### src/rtl/alt_tmo_pkg.sv
package alt_tmo_pkg;

    typedef struct packed {
        logic in_go;
        logic tmo_go;
    } branch_sel_t;

    typedef enum logic [1:0] {
        SEL_NONE  = 2'b00,
        SEL_TMO   = 2'b01,
        SEL_INPUT = 2'b10
    } sel_kind_e;

    function automatic int unsigned cnt_width(input int unsigned n);
        return (n < 1) ? 1 : $clog2(n + 1);
    endfunction

    // Input guard wins over the timeout when both are ready.
    function automatic branch_sel_t pick_branch(input logic active,
                                                input logic rdy,
                                                input logic expired);
        branch_sel_t s;
        s.in_go  = active & rdy;
        s.tmo_go = active & expired & ~rdy;
        return s;
    endfunction

    function automatic sel_kind_e kind_of(input branch_sel_t s);
        if (s.in_go)       return SEL_INPUT;
        else if (s.tmo_go) return SEL_TMO;
        else               return SEL_NONE;
    endfunction

endpackage

### src/rtl/alt_cycle_timer.sv
module alt_cycle_timer
    import alt_tmo_pkg::*;
#(
    parameter int unsigned TMO_CYC = 4
) (
    input  logic clk,
    input  logic rst,
    input  logic active,
    input  logic waiting,
    input  logic stop,
    output logic expired
);
    localparam int unsigned CW = cnt_width(TMO_CYC);
    localparam logic [CW-1:0] LIMIT = CW'(TMO_CYC);

    logic [CW-1:0] cnt_q;

    always_ff @(posedge clk) begin
        if (rst || !active || stop) begin
            cnt_q <= '0;
        end else if (waiting) begin
            cnt_q <= cnt_q + 1'b1;
        end else begin
            cnt_q <= CW'(1);
        end
    end

    assign expired = waiting && (cnt_q == LIMIT);


    cnt_bound_chk: assert property (@(posedge clk) disable iff (rst)
        cnt_q <= LIMIT);


    cnt_idle_chk: assert property (@(posedge clk) disable iff (rst)
        !waiting |-> (cnt_q == '0));

endmodule

### src/rtl/alt_guard_fsm.sv
module alt_guard_fsm
    import alt_tmo_pkg::*;
(
    input  logic        clk,
    input  logic        rst,
    input  logic        start_i,
    input  logic        chan_rdy_i,
    input  logic        expired,
    output logic        active,
    output logic        waiting,
    output branch_sel_t sel
);
    logic wait_q;

    assign active  = start_i | wait_q;
    assign waiting = wait_q;
    assign sel     = pick_branch(active, chan_rdy_i, expired);

    always_ff @(posedge clk) begin
        if (rst) begin
            wait_q <= 1'b0;
        end else begin
            wait_q <= active & ~expired & ~chan_rdy_i;
        end
    end


    one_branch_chk: assert property (@(posedge clk) disable iff (rst)
        $onehot0({sel.in_go, sel.tmo_go}));


    wait_ends_chk: assert property (@(posedge clk) disable iff (rst)
        (sel.in_go || sel.tmo_go) |=> !wait_q);


    no_tmo_on_rdy_chk: assert property (@(posedge clk) disable iff (rst)
        chan_rdy_i |-> !sel.tmo_go);


    idle_no_go_chk: assert property (@(posedge clk) disable iff (rst)
        (!start_i && !wait_q) |-> (kind_of(sel) == SEL_NONE));

endmodule

### src/rtl/alt_rx_capture.sv
module alt_rx_capture #(
    parameter int unsigned DATA_W = 8
) (
    input  logic              clk,
    input  logic              rst,
    input  logic              take,
    input  logic [DATA_W-1:0] din,
    output logic [DATA_W-1:0] dout
);
    always_ff @(posedge clk) begin
        if (rst) begin
            dout <= '0;
        end else if (take) begin
            dout <= din;
        end
    end


    hold_chk: assert property (@(posedge clk) disable iff (rst)
        !take |=> $stable(dout));

endmodule

### src/rtl/alt_done_merge.sv
module alt_done_merge (
    input  logic clk,
    input  logic rst,
    input  logic done_a,
    input  logic done_b,
    output logic done_o
);
    logic done_q;

    always_ff @(posedge clk) begin
        if (rst) done_q <= 1'b0;
        else     done_q <= done_a | done_b;
    end

    assign done_o = done_q;


    done_follow_chk: assert property (@(posedge clk) disable iff (rst)
        (done_a || done_b) |=> done_o);

endmodule

### src/rtl/alt_timeout_ctrl.sv
module alt_timeout_ctrl
    import alt_tmo_pkg::*;
#(
    parameter int unsigned DATA_W  = 8,
    parameter int unsigned TMO_CYC = 4
) (
    input  logic              clk,
    input  logic              rst,
    input  logic              start_i,
    input  logic              chan_rdy_i,
    input  logic [DATA_W-1:0] chan_data_i,
    output logic              accept_o,
    output logic              take_o,
    output logic [DATA_W-1:0] data_o,
    output logic              in_go_o,
    output logic              tmo_go_o,
    input  logic              in_done_i,
    input  logic              tmo_done_i,
    output logic              done_o
);
    localparam int unsigned TMO_EFF = (TMO_CYC < 1) ? 1 : TMO_CYC;

    logic        active;
    logic        waiting;
    logic        expired;
    branch_sel_t sel;

    alt_guard_fsm u_guard (
        .clk        (clk),
        .rst        (rst),
        .start_i    (start_i),
        .chan_rdy_i (chan_rdy_i),
        .expired    (expired),
        .active     (active),
        .waiting    (waiting),
        .sel        (sel)
    );

    alt_cycle_timer #(.TMO_CYC(TMO_EFF)) u_timer (
        .clk     (clk),
        .rst     (rst),
        .active  (active),
        .waiting (waiting),
        .stop    (sel.in_go | expired),
        .expired (expired)
    );

    alt_rx_capture #(.DATA_W(DATA_W)) u_rx (
        .clk  (clk),
        .rst  (rst),
        .take (sel.in_go),
        .din  (chan_data_i),
        .dout (data_o)
    );

    alt_done_merge u_done (
        .clk    (clk),
        .rst    (rst),
        .done_a (in_done_i),
        .done_b (tmo_done_i),
        .done_o (done_o)
    );

    assign accept_o = active;
    assign take_o   = sel.in_go;
    assign in_go_o  = sel.in_go;
    assign tmo_go_o = sel.tmo_go;


    accept_wait_chk: assert property (@(posedge clk) disable iff (rst)
        waiting |-> accept_o);


    take_needs_rdy_chk: assert property (@(posedge clk) disable iff (rst)
        take_o |-> (chan_rdy_i && accept_o));

endmodule

### config.mk
export PLATFORM = sky130hd
export DESIGN_NAME = alt_timeout_ctrl
export DESIGN_NICKNAME = d
export VERILOG_FILES = /design/src/rtl/alt_tmo_pkg.sv /design/src/rtl/alt_cycle_timer.sv /design/src/rtl/alt_guard_fsm.sv /design/src/rtl/alt_rx_capture.sv /design/src/rtl/alt_done_merge.sv /design/src/rtl/alt_timeout_ctrl.sv
export SDC_FILE = /design/constraint.sdc
export NUM_CORES = 1
export LEC_CHECK = 0
export BUFFER_PORTS_ARGS = -buffer_cell sky130_fd_sc_hd__buf_4
export CAP_MARGIN = 20
export CORE_MARGIN = 10
export CORE_UTILIZATION = 38
export DETAILED_ROUTE_END_ITERATION = 8
export PLACE_DENSITY = 0.71
export REMOVE_ABC_BUFFERS = 1
export SYNTH_ARGS = -nofsm -noshare
export SYNTH_HDL_FRONTEND = slang
export SYNTH_SLANG_ARGS = --single-unit
### constraint.sdc
create_clock -name clk -period 0.9 [get_ports clk]
set_input_delay 0.09 -clock clk [delete_from_list [all_inputs] [get_ports clk]]
set_output_delay 0.09 -clock clk [all_outputs]
set_load 0.03 [all_outputs]
==> flow_summary.yaml <==
run_status:
  outcome: "complete, but fails checks"
  violations: "setup timing"
yosys:
  synth_xor_area_frac: 0
  syn_avg_cell_area_um2: 9.05
  synth.ff_latch_count: 13
  syn_inst: 60
  yosys.cell_types.count: 19
  synth-simple-area-share: 0.237
  muxShareOfSynthArea: 0.0184
  synth_top_family_by_area: "simple AND/OR/NAND/NOR gates"
  synth-warning-count: 0
  synth_fa_ha_area_frac: 0.0461
  seq_area_frac_synth: 0.479
  syn_area_um2: 543
  synth_compound_area_frac: 0.171
power_and_ir_drop:
  power.density_mw_per_mm2: 1280
  pwr-share-seq: 0.452
  vdd_drop_max_mv: 0.869
  internal_power_mw: 0.964
  p_sw_frac: 0.307
  leakagePower_nw: 0.486
  comb_power_share: 0.270
  clkPwrFrac: 0.278
  switchingPower_mw: 0.428
floorplanning:
  die_h_um: 57.8
  ioPinCount: 27
  row_count: 13
  initial_core_util: 0.412
  chipWidth_um: 57.8
  core_area_mm2: 0.00132
  die_area_mm2: 0.00334
layout:
  postLayoutCellArea_mm2: 0.00108
  drive_gt1_frac: 0.843
  nets: 119
  final_cell_mix: "buf_4 (23), buf_6 (16), dfxtp_2 (9)"
  diodes: 0
  syn_to_final_growth_pct: 99.5
  layout_commonest_cell: "buf_4"
  nFillCells: 81
  multiInputGateArea_um2: 369
  seq_area_um2: 283
place:
  dpl_cell_area_um2: 779
  gp_congestion: 0.741
  dp_hpwl_um: 1110
  portBuffers: 26
route:
  detail_route.wl_per_cell_um: 17.9
  antenna_left: 0
  route.detailed.drc: 0
  drtIter0Drc: 2
  firstDrtPassIters: 4
  vias: 584
  routed_wl_um: 2090
  vias_per_cell: 4.99
setup_path:
  path_cells: "inv_2 -> ha_4 -> nand3_4 -> nor2_4 -> buf_6"
  rr_startpoint: "u_timer.cnt_q[0]"
  arrival_ps: 1160
  cpMaxStageDelayCell: "dfxtp_2"
  crit_fanout: 2
  worstPathRequired_ps: 810
  startpoint_type: "flop"
  slowest_delay_ps: 330
  crit_start: "u_timer.cnt_q[1]"
  cp-end-kind: "output pin"
  worstSetupPathType: "flop to output pin"
sta:
  fmax_mhz: 802
  slew_headroom: 0.876
  fin_crit_sh: 1.39
  layout_setup_ws_ps: -347
  finalClockSkew_ps: 7.05
  tightest_slew_ps: 185
  fin_setup_tns_ps: -2880
  min_period_ps: 1250
  drv_slew: 0
  finalSetupViolations: 16
  finalHoldViolCount: 0
  grt_setup_unrepaired: "true"
clocking:
  clk_latency_ps: 280
  clock-sinks: 13
  clk_pin_slew_ps: 90
  hold_buffers: 0
  cts_buffers: 3
  clockBufferDepth: 2
  h-tree-depth: 1
  cts_root_buf: "clkbuf_4"
  cts_tree: "built"
grt:
  grt_pass1_vias: 610
  grt_max_degree: 12
  grt_pass1_wl_um: 2860
  antenna_found_initial: 0
  grtUsageTotal: 0.111
  gr-total-overflow: 0
hold_path:
  hp-class: "input port to flop"
  worstHoldStart: "in_done_i"
job:
  maxCapViolations: 0
==> power by group through the flow <==
stage / Clock [mW] / Combinational [mW] / Sequential, mW
floorplan: 0 / 0.0825 / 0.671
global placement: 0 / 0.260 / 0.629
detailed placement: 0 / 0.262 / 0.630
CTS: 0.374 / 0.336 / 0.626
global route: 0.417 / 0.400 / 0.631
finish: 0.387 / 0.376 / 0.629
==> synth_stat cells, drive strengths merged <==
master | count | share of area
nor2b | 1 | 0.012
or2 | 1 | 0.012
nor2 | 4 | 0.028
and4 | 1 | 0.016
dfxtp | 13 | 0.48
ha | 2 | 0.046
nand3 | 1 | 0.0092
mux2i | 1 | 0.018
inv | 3 | 0.025
nand2 | 17 | 0.12
buf | 2 | 0.023
a31oi | 1 | 0.012
o21ai | 1 | 0.030
nor3 | 1 | 0.0092
and3 | 2 | 0.023
nand2b | 1 | 0.012
a21oi | 8 | 0.13
==> cells by family (layout without fill, tap and decap cells) <==
logic type               after synthesis  after routing
AND/OR/NAND/NOR                       29             29
AO/OA/AOI/OAI                         10             10
flip-flops                            13             13
multiplexers                           1              1
adder cells (fa/ha/maj)                2              2
buffers and inverters                  5             47
==> sequential cells by signal, summed over array words and instances, names as in the netlist <==
name	count
u_guard.waiting	1
u_timer.cnt_q	3
u_done.done_o	1
u_rx.dout	8
==> repair_timing <==
action	4_1_cts	5_1_grt
setup endpoints to repair	16	24
pin swaps	21	2
setup buffers	9	3
gates resized for setup	43	18
==> metal layers <==
| layer | vias up | routed length [µm] | GRT usage |
|---|---|---|---|
| met5 | - | 0 | 0 |
| met1 | 278 | 758 | 0.116 |
| met3 | 6 | 178 | 0.0392 |
| li1 | 280 | - | - |
| met4 | 0 | 51 | 0.0671 |
| met2 | 20 | 1100 | 0.186 |
==> path summary, 6_finish.rpt <==
kind | slack (ps) | cells past startpoint | to
max | -350 | 5 | tmo_go_o
min | 10 | 3 | u_done.done_o
max reg2reg | -280 | 6 | u_timer.cnt_q[2]
min reg2reg | 480 | 2 | u_rx.dout[1]
==> cell type report <==
| cell class | count | share of cell area |
|---|---|---|
| clock buffer | 4 | 0.0242 |
| timing repair buffer | 40 | 0.344 |
| sequential | 13 | 0.261 |
| inverter | 3 | 0.0127 |
| tap | 15 | 0.0173 |
| multi-input combinational | 42 | 0.341 |
==> per-stage QoR <==
stage | hold slack (ps) | power (mW) | utilization | std cells | setup WS (ps)
floorplan | 152 | 0.753 | - | 58 | -198
global placement | 296 | 0.889 | 0.592 | 102 | -170
detailed placement | 306 | 0.892 | 0.592 | 102 | -172
CTS | 6.88 | 1.34 | 0.758 | 114 | -359
global route | 9.04 | 1.45 | 0.822 | 117 | -396
finish | 14.0 | 1.39 | 0.822 | 117 | -347
==> critical path, delay by kind of cell, from the launching register on <==
family / cells / cell delay (ps)
buffers and inverters: 2 / 210
adders and majority gates: 1 / 150
and+or+nand+nor: 2 / 180
DFF: 1 / 330
(Power assumes the default switching activity.)
